--- src/rtl/tsc_pkg.sv ---
// Shared encodings and decoded-control type for the three-stage core.
// Assumes the fixed 32-bit instruction layout described in the brief.
package tsc_pkg;

    localparam logic [5:0] OPC_RREG = 6'h00;
    localparam logic [5:0] OPC_ADDI = 6'h08;
    localparam logic [5:0] OPC_SLTI = 6'h0A;
    localparam logic [5:0] OPC_ANDI = 6'h0C;
    localparam logic [5:0] OPC_ORI  = 6'h0D;

    localparam logic [5:0] FN_ADD = 6'h20;
    localparam logic [5:0] FN_SUB = 6'h22;
    localparam logic [5:0] FN_AND = 6'h24;
    localparam logic [5:0] FN_OR  = 6'h25;
    localparam logic [5:0] FN_SLT = 6'h2A;

    localparam int REG_AW = 5;

    typedef enum logic [2:0] {
        ALU_ADD,
        ALU_SUB,
        ALU_AND,
        ALU_OR,
        ALU_SLT
    } alu_op_e;

    typedef struct packed {
        alu_op_e           op;
        logic              use_imm;
        logic              wr_en;
        logic [REG_AW-1:0] src_a;
        logic [REG_AW-1:0] src_b;
        logic [REG_AW-1:0] dst;
    } dec_ctl_t;

endpackage

--- src/rtl/tsc_fetch.sv ---
// Fetch unit: program counter (kept as a word index) and instruction store.
// Assumes IMEM_DEPTH is a power of two; the counter wraps at the store end.
// While flush is high the counter holds and the store is not read; the
// output word is then all zero, which decodes as a no-op.
module tsc_fetch #(
    parameter int IMEM_DEPTH = 64,
    localparam int IA_W = $clog2(IMEM_DEPTH)
) (
    input  logic            clk,
    input  logic            rst_n,
    input  logic            flush,
    input  logic            load_we,
    input  logic [IA_W-1:0] load_addr,
    input  logic [31:0]     load_data,
    output logic [IA_W-1:0] word_idx_o,
    output logic [31:0]     instr_o
);

    logic [IA_W-1:0] word_q;
    logic [31:0]     store [IMEM_DEPTH];
    logic            fetch_en;

    assign fetch_en = !flush;

    // Advance the fetch index one word per cycle unless draining.
    always_ff @(posedge clk) begin
        if (!rst_n) begin
            word_q <= '0;
        end else if (fetch_en) begin
            word_q <= word_q + IA_W'(1);
        end
    end

    // Write the instruction store from the load port.
    always_ff @(posedge clk) begin
        if (load_we) begin
            store[load_addr] <= load_data;
        end
    end

    // Read the store only when fetch is enabled; otherwise present a no-op.
    always_comb begin
        if (fetch_en) begin
            instr_o = store[word_q];
        end else begin
            instr_o = '0;
        end
    end

    assign word_idx_o = word_q;


    pc_hold_chk: assert property (@(posedge clk) disable iff (!rst_n)
        flush |=> $stable(word_q));


    pc_step_chk: assert property (@(posedge clk) disable iff (!rst_n)
        !flush |=> (word_q == $past(word_q) + IA_W'(1)));

endmodule

--- src/rtl/tsc_decode.sv ---
// Instruction decoder: classifies the word, picks source and destination
// registers, and builds the sign-extended immediate of min(W/2,16) bits.
// Assumes DATA_W is between 4 and 64. Anything it does not recognise is
// decoded as a non-writing entry. A destination of register 0 also clears
// the write enable.
module tsc_decode
    import tsc_pkg::*;
#(
    parameter int DATA_W = 32,
    localparam int IMM_W = ((DATA_W / 2) < 16) ? (DATA_W / 2) : 16
) (
    input  logic [31:0]       instr,
    output dec_ctl_t          ctl,
    output logic [DATA_W-1:0] imm_o
);

    logic [5:0]        opcode;
    logic [5:0]        funct;
    logic [4:0]        zero_fld;
    logic [REG_AW-1:0] f_rs;
    logic [REG_AW-1:0] f_rt;
    logic [REG_AW-1:0] f_rd;
    logic              legal;
    logic [REG_AW-1:0] dst_sel;

    assign opcode   = instr[31:26];
    assign f_rs     = instr[25:21];
    assign f_rt     = instr[20:16];
    assign f_rd     = instr[15:11];
    assign zero_fld = instr[10:6];
    assign funct    = instr[5:0];

    // Sign-extend the low IMM_W bits of the immediate field.
    assign imm_o = {{(DATA_W - IMM_W){instr[IMM_W-1]}}, instr[IMM_W-1:0]};

    // Classify the word and choose the ALU operation and destination.
    always_comb begin
        legal       = 1'b0;
        dst_sel     = f_rt;
        ctl.op      = ALU_ADD;
        ctl.use_imm = 1'b0;
        ctl.src_a   = f_rs;
        ctl.src_b   = f_rt;
        unique case (opcode)
            OPC_RREG: begin
                dst_sel = f_rd;
                if (zero_fld == 5'd0) begin
                    legal = 1'b1;
                    unique case (funct)
                        FN_ADD:  ctl.op = ALU_ADD;
                        FN_SUB:  ctl.op = ALU_SUB;
                        FN_AND:  ctl.op = ALU_AND;
                        FN_OR:   ctl.op = ALU_OR;
                        FN_SLT:  ctl.op = ALU_SLT;
                        default: legal = 1'b0;
                    endcase
                end
            end
            OPC_ADDI: begin
                legal = 1'b1; ctl.use_imm = 1'b1; ctl.op = ALU_ADD;
            end
            OPC_SLTI: begin
                legal = 1'b1; ctl.use_imm = 1'b1; ctl.op = ALU_SLT;
            end
            OPC_ANDI: begin
                legal = 1'b1; ctl.use_imm = 1'b1; ctl.op = ALU_AND;
            end
            OPC_ORI: begin
                legal = 1'b1; ctl.use_imm = 1'b1; ctl.op = ALU_OR;
            end
            default: legal = 1'b0;
        endcase
        ctl.dst   = dst_sel;
        ctl.wr_en = legal && (dst_sel != '0);
    end

endmodule

--- src/rtl/tsc_regfile.sv ---
// Register file with two read ports and one write port.
// Register 0 is hard zero. A write in the same cycle as a read to the same
// register is passed through to the read. A port whose read enable is low
// returns zero.
module tsc_regfile
    import tsc_pkg::*;
#(
    parameter int DATA_W = 32,
    localparam int NREG = 1 << REG_AW
) (
    input  logic              clk,
    input  logic              rst_n,
    input  logic              rd_en,
    input  logic [REG_AW-1:0] ra_a,
    input  logic [REG_AW-1:0] ra_b,
    output logic [DATA_W-1:0] rd_a,
    output logic [DATA_W-1:0] rd_b,
    input  logic              we,
    input  logic [REG_AW-1:0] wa,
    input  logic [DATA_W-1:0] wd
);

    logic [DATA_W-1:0] regs [NREG];

    // Clear on reset; afterwards commit writes to any register except 0.
    always_ff @(posedge clk) begin
        if (!rst_n) begin
            for (int i = 0; i < NREG; i++) begin
                regs[i] <= '0;
            end
        end else if (we && (wa != '0)) begin
            regs[wa] <= wd;
        end
    end

    function automatic logic [DATA_W-1:0] read_port(input logic [REG_AW-1:0] ra);
        logic [DATA_W-1:0] v;
        if (!rd_en || (ra == '0)) begin
            v = '0;
        end else if (we && (wa == ra)) begin
            v = wd;
        end else begin
            v = regs[ra];
        end
        return v;
    endfunction

    // Serve both read ports with write-through.
    always_comb begin
        rd_a = read_port(ra_a);
        rd_b = read_port(ra_b);
    end

endmodule

--- src/rtl/tsc_alu.sv ---
// Integer ALU: add, subtract, and, or, and signed set-less-than.
// Purely combinational. A set-less-than result is 1 or 0, zero-extended.
module tsc_alu
    import tsc_pkg::*;
#(
    parameter int DATA_W = 32
) (
    input  alu_op_e           op,
    input  logic [DATA_W-1:0] a,
    input  logic [DATA_W-1:0] b,
    output logic [DATA_W-1:0] y
);

    logic lt;

    assign lt = $signed(a) < $signed(b);

    // Select the result for the requested operation.
    always_comb begin
        unique case (op)
            ALU_ADD: y = a + b;
            ALU_SUB: y = a - b;
            ALU_AND: y = a & b;
            ALU_OR:  y = a | b;
            ALU_SLT: y = {{(DATA_W - 1){1'b0}}, lt};
            default: y = '0;
        endcase
    end

endmodule

--- src/rtl/tsc_core.sv ---
// Three-stage integer core: fetch/decode, execute and write-back, with
// registers between the stages. A bypass sends the write-back register's
// value to the ALU operands. The register file passes same-cycle writes
// through to reads, which covers a distance of two. Drain (flush) puts
// no-ops into the pipeline and holds the program counter.
// Assumes the instruction store is loaded before reset is released.
module tsc_core
    import tsc_pkg::*;
#(
    parameter int DATA_W = 32,
    parameter int IMEM_DEPTH = 64,
    localparam int IA_W = $clog2(IMEM_DEPTH),
    localparam int PC_W = IA_W + 2
) (
    input  logic              clk,
    input  logic              rst_n,
    input  logic              flush,
    input  logic              imem_we,
    input  logic [IA_W-1:0]   imem_waddr,
    input  logic [31:0]       imem_wdata,
    output logic [PC_W-1:0]   pc_o,
    output logic              wb_en_o,
    output logic [REG_AW-1:0] wb_addr_o,
    output logic [DATA_W-1:0] wb_data_o
);

    // Fetch/decode stage signals.
    logic [IA_W-1:0]   word_idx;
    logic [31:0]       instr_f;
    dec_ctl_t          ctl_d;
    logic [DATA_W-1:0] imm_d;
    logic [DATA_W-1:0] rs_val_d;
    logic [DATA_W-1:0] rt_val_d;

    // Execute-stage register and signals.
    dec_ctl_t          ex_ctl;
    logic [DATA_W-1:0] ex_a;
    logic [DATA_W-1:0] ex_b;
    logic [DATA_W-1:0] ex_imm;
    logic [DATA_W-1:0] opnd_a;
    logic [DATA_W-1:0] opnd_b_fwd;
    logic [DATA_W-1:0] opnd_b;
    logic [DATA_W-1:0] alu_y;

    // Write-back register.
    logic              wb_we;
    logic [REG_AW-1:0] wb_dst;
    logic [DATA_W-1:0] wb_val;

    tsc_fetch #(.IMEM_DEPTH(IMEM_DEPTH)) u_fetch (
        .clk        (clk),
        .rst_n      (rst_n),
        .flush      (flush),
        .load_we    (imem_we),
        .load_addr  (imem_waddr),
        .load_data  (imem_wdata),
        .word_idx_o (word_idx),
        .instr_o    (instr_f)
    );

    tsc_decode #(.DATA_W(DATA_W)) u_decode (
        .instr (instr_f),
        .ctl   (ctl_d),
        .imm_o (imm_d)
    );

    tsc_regfile #(.DATA_W(DATA_W)) u_regs (
        .clk   (clk),
        .rst_n (rst_n),
        .rd_en (!flush),
        .ra_a  (ctl_d.src_a),
        .ra_b  (ctl_d.src_b),
        .rd_a  (rs_val_d),
        .rd_b  (rt_val_d),
        .we    (wb_we),
        .wa    (wb_dst),
        .wd    (wb_val)
    );

    // Capture the decoded instruction and operands into the execute register.
    always_ff @(posedge clk) begin
        if (!rst_n) begin
            ex_ctl <= '0;
            ex_a   <= '0;
            ex_b   <= '0;
            ex_imm <= '0;
        end else begin
            ex_ctl <= ctl_d;
            ex_a   <= rs_val_d;
            ex_b   <= rt_val_d;
            ex_imm <= imm_d;
        end
    end

    // Bypass the write-back value into operands whose source matches.
    always_comb begin
        opnd_a = ex_a;
        opnd_b_fwd = ex_b;
        if (wb_we && (wb_dst != '0) && (wb_dst == ex_ctl.src_a)) begin
            opnd_a = wb_val;
        end
        if (wb_we && (wb_dst != '0) && (wb_dst == ex_ctl.src_b)) begin
            opnd_b_fwd = wb_val;
        end
        opnd_b = ex_ctl.use_imm ? ex_imm : opnd_b_fwd;
    end

    tsc_alu #(.DATA_W(DATA_W)) u_alu (
        .op (ex_ctl.op),
        .a  (opnd_a),
        .b  (opnd_b),
        .y  (alu_y)
    );

    // Capture the ALU result into the write-back register.
    always_ff @(posedge clk) begin
        if (!rst_n) begin
            wb_we  <= 1'b0;
            wb_dst <= '0;
            wb_val <= '0;
        end else begin
            wb_we  <= ex_ctl.wr_en;
            wb_dst <= ex_ctl.dst;
            wb_val <= alu_y;
        end
    end

    assign pc_o      = {word_idx, 2'b00};
    assign wb_en_o   = wb_we;
    assign wb_addr_o = wb_dst;
    assign wb_data_o = wb_val;


    flush_bubble_chk: assert property (@(posedge clk) disable iff (!rst_n)
        flush |=> !ex_ctl.wr_en);


    nop_no_write_chk: assert property (@(posedge clk) disable iff (!rst_n)
        (instr_f == 32'd0) |=> !ex_ctl.wr_en);


    wb_follow_chk: assert property (@(posedge clk) disable iff (!rst_n)
        ex_ctl.wr_en |=> (wb_we && (wb_dst == $past(ex_ctl.dst))));


    no_zero_wb_chk: assert property (@(posedge clk) disable iff (!rst_n)
        wb_we |-> (wb_dst != '0));

endmodule

--- config.mk ---
export PLATFORM = sky130hd
export DESIGN_NAME = tsc_core
export DESIGN_NICKNAME = d
export VERILOG_FILES = /design/src/rtl/tsc_pkg.sv /design/src/rtl/tsc_fetch.sv /design/src/rtl/tsc_decode.sv /design/src/rtl/tsc_regfile.sv /design/src/rtl/tsc_alu.sv /design/src/rtl/tsc_core.sv
export SDC_FILE = /design/constraint.sdc
export NUM_CORES = 2
export LEC_CHECK = 0
export ABC_AREA = 0
export BUFFER_PORTS_ARGS = -buffer_cell sky130_fd_sc_hd__buf_2
export CAP_MARGIN = 20
export CORE_ASPECT_RATIO = 2
export CORE_MARGIN = 2
export CORE_UTILIZATION = 29
export DETAILED_ROUTE_END_ITERATION = 7
export PLACE_DENSITY_LB_ADDON = 0.12
export SETUP_SLACK_MARGIN = 0.2
export SLEW_MARGIN = 5
export SYNTH_ARGS = -nofsm -noshare
export SYNTH_HDL_FRONTEND = slang
export SYNTH_SLANG_ARGS = --single-unit
export TNS_END_PERCENT = 100
--- constraint.sdc ---
create_clock -name clk -period 6.44 [get_ports clk]
set_input_delay 0.644 -clock clk [delete_from_list [all_inputs] [get_ports clk]]
set_output_delay 0.644 -clock clk [all_outputs]
set_load 0.03 [all_outputs]
### Yosys cells after proc, flatten, opt, wreduce, memory -nomap -nowiden

Memories as Yosys holds them, arrays and structs flattened. A register that Yosys moved wholly into a read port is not among the register bits.
Index checks and enable logic that the tools add are counted.

| storage, ports and cells | value |
|---|---|
| flip-flop bits (word level) | 80 |
| RAM bits | 3072 |
| bits of input ports | 42 |
| output and inout bits | 46 |
| logic and storage cells | 77 |
| memories kept | 2 |

| cells by class | value |
|---|---|
| add/subtract/negate cells | 3 |
| magnitude comparators | 1 |
| equal/unequal tests | 15 |
| multiplexer cells | 24 |
| bitwise operators | 3 |
| reductions and logical operators | 18 |

Memories:

| name | words | width | rd ports | clocked after memory_dff | write ports | RTL line | text |
|---|---|---|---|---|---|---|---|
| u_fetch.store | 64 | 32 | 1 | 1 | 1 | tsc_fetch.sv:20 | `logic [31:0] store [IMEM_DEPTH];` |
| u_regs.regs | 32 | 32 | 2 | 2 | 32 | tsc_regfile.sv:23 | `logic [DATA_W-1:0] regs [NREG];` |

Operators with widths:

| cell | number |
|---|---|
| $mux W32 | 5 |
| $pmux W32 S5 | 1 |
| $add A32 B32 Y32 | 1 |
| $and A32 B32 Y32 | 1 |
| $lt A32 B32 Y1 | 1 |
| $or A32 B32 Y32 | 1 |
| $reduce_or A32 Y1 | 1 |
| $sub A32 B32 Y32 | 1 |
| $eq A6 B6 Y1 const B | 5 |
| $eq A6 B4 Y1 const B | 4 |
| $pmux W3 S4 | 2 |
| $logic_not A5 Y1 | 3 |
| $mux W6 | 2 |
| $eq A5 B5 Y1 | 2 |
| $mux W1 | 10 |
| $mux W5 | 2 |
| $reduce_bool A5 Y1 | 2 |
| $add A6 B1 Y6 const B | 1 |
| $eq A3 B2 Y1 const B | 2 |
| $logic_not A6 Y1 | 1 |
| $reduce_or A5 Y1 | 1 |
| $logic_and A1 B1 Y1 | 4 |
| $reduce_or A2 Y1 | 2 |
| $reduce_or A4 Y1 | 1 |
| 7 further kinds | 8 |

### Longest topological paths before layout

| logic depth | value |
|---|---|
| depth in word-level cells | 7 |
| gate-level depth with buffers | 21 |
| depth with buffers taken out | 19 |

### Modules after synthesis

From an unflattened synthesis, not the netlist that was laid out.

| unflattened totals | value |
|---|---|
| cell total of the unflattened synthesis | 8477 |
| area total of the unflattened synthesis | 144388.5 um^2 |

By module, submodules not included:

| module | instances | cells an instance | area each (um^2) | seq. area each (um^2) |
|---|---|---|---|---|
| tsc_fetch | 1 | 3371 | 78851.9 | 61739.2 |
| tsc_regfile | 1 | 3838 | 54967.7 | 30749.5 |
| tsc_core | 1 | 456 | 5232.5 | 3083.0 |
| tsc_alu | 1 | 737 | 4783.3 | 0.0 |
| tsc_decode | 1 | 75 | 553.0 | 0.0 |

### Least setup slack after synthesis

No wires, ideal clock.

| path | value |
|---|---|
| path type | reg2reg |
| start point | register wb_dst[4] (netlist: wb_addr_o[4]) |
| end point | register wb_val[30] (netlist: wb_data_o[30]) |
| library setup time | 79 ps |
| arrival | 5478 ps |
| required time | 6361 ps |
| setup slack | 883 ps |
| stages on the path, launching flop included | 22 |
| buffers on the path | 2 |
| clock period less this slack | 5557 ps |
| path through | dfxtp_1 -> buf_1 -> xnor2_1 -> nand3_1 -> nor4_1 -> clkbuf_1 -> mux2i_1 -> o21ai_0 -> ha_1 -> inv_1 -> fa_1 -> nor2b_1 -> o21bai_1 -> a21oi_1 -> o2111ai_1 -> and3_1 -> o31a_1 -> o221a_2 -> a211oi_1 -> a221oi_1 -> or4b_2 -> o211ai_1 |

| on the way | value |
|---|---|
| cells in the longest elaborated chain, start to end | 7 |
| elaborated cells on any way between the ends | 14 |

RTL lines:

| item | RTL line | text |
|---|---|---|
| from (decl) | tsc_core.sv:47 | `logic [REG_AW-1:0] wb_dst;` |
| from (signal assigned) | tsc_core.sv:123 | `wb_dst <= ex_ctl.dst;` |
| $reduce_bool A5 Y1 | tsc_core.sv:99, tsc_core.sv:102 |  |
| $logic_and A1 B1 Y1 | tsc_core.sv:99, tsc_core.sv:102 |  |
| $logic_and A1 B1 Y1 | tsc_core.sv:102 | `if (wb_we && (wb_dst != '0) && (wb_dst == ex_ctl.src_b)) begin` |
| $mux W32 | tsc_core.sv:102 |  |
| $mux W32 | tsc_core.sv:105 | `opnd_b = ex_ctl.use_imm ? ex_imm : opnd_b_fwd;` |
| $sub A32 B32 Y32, or another cell as far along | tsc_alu.sv:22 | `ALU_SUB: y = a - b;` |
| $pmux W32 S5 (*) | tsc_alu.sv:20 | `unique case (op)` |
| to (signal assigned) | tsc_core.sv:124 | `wb_val <= alu_y;` |
| to (decl) | tsc_core.sv:48 | `logic [DATA_W-1:0] wb_val;` |

Mark *: on every way between the ends. The rest lies on a longest branch, timed or not.
A chain may end at the register's enable or synchronous reset.

### Final worst setup path

| path | value |
|---|---|
| start point | register wb_dst[1] (netlist: wb_addr_o[1]) |
| end point | register wb_val[30] (netlist: wb_data_o[30]) |

Same word-level chain as after synthesis.

==> run metrics <==
outcome=complete, but fails checks; violated checks=design-rule violations; vias=89100; post-synthesis simple-gate area fraction=9.98%; vias in the first global route=88600; WHS Path Cells=1; # Max-Cap Violations=0; grt ovf=0; Final #Nets=9902; most numerous cell in the Yosys netlist=edfxtp_1; PD cells=295 nW/um^2; dominant synthesized flop cell=edfxtp_1; Hold Fails Final Rpt=0; core area=490000 sq um; Cells after Synth=9514; H-tree Lvls=5; Least-Margin Pin Slew=1.13 ns; worst relative slew slack=24.7%; Critical Path Max Stage Delay=0.66 ns; Placed Instance Area=154000 sq um; Sink Count=3222; fraction of the yosys area taken by sequential cells=66.9%; die area=497000 sq um; CTS buffer count=338; TNS Setup=0 ns; Crit Reg-Reg Startpoint=wb_addr_o[1]; WL/cell=34.4 um; Leakage=54.5 nW; CTS Buffer Depth=4; post-route minimum period=5.64 ns; number of DRC markers in iteration 0=10100; FF+latch count, synth=3222; Die X=500 um; initial core utilization=29.1%; Worst Hold Path EP=u_fetch.store[25][1]; Placer Congestion=0.842; Design Area, Final=166000 sq um; Startpoint Class=flip-flop; synth warn=0; clock tree from TritonCTS=done; crit-path cells=o31ai_1 > nor4_4 > buf_6 > mux2i_1 > o21ai_0 > ha_1 > inv_1 > fa_1 > nor2b_1 > o21bai_1 > a21oi_1 > o2111ai_1 > and3_1 > o31a_1 > o221a_2 > a211oi_1 > a221oi_1 > or4b_2 > o211ai_1; Synth Cell Area=142000 sq um; CP required=7.29 ns; Crit Reg-Reg Endpoint=wb_data_o[30]; Hold Path Origin=imem_wdata[1]; fill count=47100; PortBufs=85; FF-to-FF setup slack=0.80 ns; share of layout cells above drive strength 1=19.3%; Hold Crit Class=input port to flip-flop; area leader, netlist=edfxtp_1; largest cells by area after synthesis=edfxtp_1 (65%), mux4_2 (8.0%), and2_1 (4.4%); Adder-Cell Fraction of Synth Area=1.00%; Crit path max-delay family=compound AO/OA/AOI/OAI gates; CP max FO=29; XOR/XNOR Fraction of Synth Area=0.314%; num ports=88; GRT Resource Usage Total=22.1%; synth unique cells=86; Worst-Skew Late Latency=0.98 ns; initial antenna violation count=52; area share of the largest cell type after synthesis=64.8%; largest net degree at the start of global routing=103; DRC viols=2; total wire length=565000 um; final setup violation count=0; unrepaired setup endpoints after global routing=no; CP Class=flip-flop to flip-flop; Pre-antenna DRT Iters=8; Synth async-reset ratio=0%; Die H=995 um; fmax=177 MHz; Rows=364; clk root buf=clkbuf_16; Post-Syn Area per Cell=15.0 sq um; peak supply drop=226 uV; Worst EP arrival=6.48 ns; clk_skew=0.0794 ns; mux cell area share after synthesis=11.4%; reg2reg path depth=19; Synth top cells by count=edfxtp_1 (3072), and2_1 (1009), nand2_1 (713); post-DP HPWL=335000 um; compound-gate portion of the synthesized area=7.65%; Max Transition Viols Final=0; EDFF count, synth=3072; part of the cycle the worst path needs=87.5%; slowest cell on the critical path=or4b_2; Via-to-Cell Ratio=5.42; Clock Pin Slew Worst Setup and Hold Paths=0.07 ns; CP Capture Type=flip-flop; Area Growth Syn to Fin=16.4%; first-pass GRT wire length=768000 um; buffers and inverters on the worst path=2; largest family of logic cells by synthesized area=multiplexers; final antenna-violating net count=0
## area by class of cell
type                       instances  area, sq um  area share (%)
tap                             6405         8010            4.83
clock buffer                     416         8980            5.42
clock inverter                   197         2210            1.33
inverter                         106          402           0.242
multi-input combinational       5436        44700            26.9
sequential                      3222        95300            57.5
timing repair buffer             643         6200            3.74
antenna                           17         42.5          0.0257
## how the worst max path moves through the flow
stage                       startpoint             to  slack, ns  depth (start not counted)
after CTS                 wb_addr_o[1]  wb_data_o[31]       0.47                         19
after detailed placement  wb_addr_o[1]  wb_data_o[31]       0.50                         19
after floorplan           wb_addr_o[4]  wb_data_o[30]       0.88                         21
after global routing      wb_addr_o[1]  wb_data_o[31]       0.26                         19
final                     wb_addr_o[1]  wb_data_o[30]       0.80                         19
after global placement    wb_addr_o[1]  wb_data_o[31]       0.45                         19
## stage by stage
stage	std cells	power, mW	setup WS (ns)	util (%)	hold slack [ns]
after floorplan	9547	26.4	0.883	-	0.412
after global placement	15800	28.8	0.451	31.4	0.444
after detailed placement	15800	28.8	0.502	31.4	0.420
after CTS	16400	49.4	0.475	33.7	0.0375
after global routing	16400	50.3	0.255	33.8	0.0279
final	16400	48.9	0.802	33.8	0.0711
## repair_timing
action	in CTS	in global routing
endpoints found under the setup margin	0	7
hold endpoints to repair	0	12
hold buffers	0	2
buffers inserted	0	0
resized for setup	0	3
## registers in the layout, summed over array words and instances (netlist names), named ones only
name,flops
u_regs.regs,1024
ex_b,32
u_fetch.word_idx_o,6
u_fetch.store,2048
ex_ctl,20
ex_a,32
wb_data_o,32
ex_imm,16
wb_en_o,1
wb_addr_o,5
## worst register-to-register path: stages (launching register included)
cell	delay, ns
dfxtp_1	0.56
o31ai_1	0.23
nor4_4	0.48
buf_6	0.42
mux2i_1	0.26
o21ai_0	0.15
ha_1	0.27
inv_1	0.08
fa_1	0.21
nor2b_1	0.14
o21bai_1	0.08
a21oi_1	0.30
o2111ai_1	0.22
and3_1	0.25
o31a_1	0.33
o221a_2	0.31
a211oi_1	0.31
a221oi_1	0.19
or4b_2	0.66
o211ai_1	0.12
## per-layer routing
metal | up-vias | track usage [%] | share of wire, %
met5 | - | 0 | 0.016
met2 | 3450 | 36.4 | 48
li1 | 37500 | - | -
met1 | 47300 | 30.1 | 43
met3 | 789 | 3.14 | 6.3
met4 | 14 | 6.98 | 3.4
## power breakdown
group | total (mW) | switching [mW] | leakage [nW] | internal [mW]
Combinational | 4.87 | 3.31 | 18.9 | 1.56
Sequential | 23.6 | 0.255 | 30.2 | 23.3
Clock | 20.5 | 8.78 | 5.47 | 11.7
## cell usage in the layout (no fill, tap or decap), drive strengths merged, types with 32 or more instances in the layout
master / instances
edfxtp: 3072
and2: 1009
nand2: 713
buf: 641
mux4: 569
nor2: 511
clkbuf: 416
mux2i: 273
a21oi: 236
o22ai: 233
o21ai: 225
nand3: 220
o221ai: 161
dfxtp: 150
clkinv: 135
ha: 111
inv: 110
nor3: 98
a311oi: 97
a31oi: 82
o211ai: 72
a21o: 66
nand4: 52
or3: 46
bufinv: 45
a211oi: 44
mux2: 43
xnor2: 38
o221a: 37
and3: 37
nor4: 35
a32oi: 34
o2111ai: 34
a32o: 34
conb: 34
a2111oi: 33
o211a: 32
## logic make-up (layout without fill, tap and decap cells)
logic type,count (synthesis),count (layout)
adders and majority gates,113,113
xor gates and xnor gates,51,51
other,1,51
DFF,3222,3222
muxes,885,885
AOI/OAI and AO/OA,1542,1542
and+or+nand+nor,2811,2811
buffers and inverters,889,1362
Note: power is estimated with default switching activity, not from simulation.
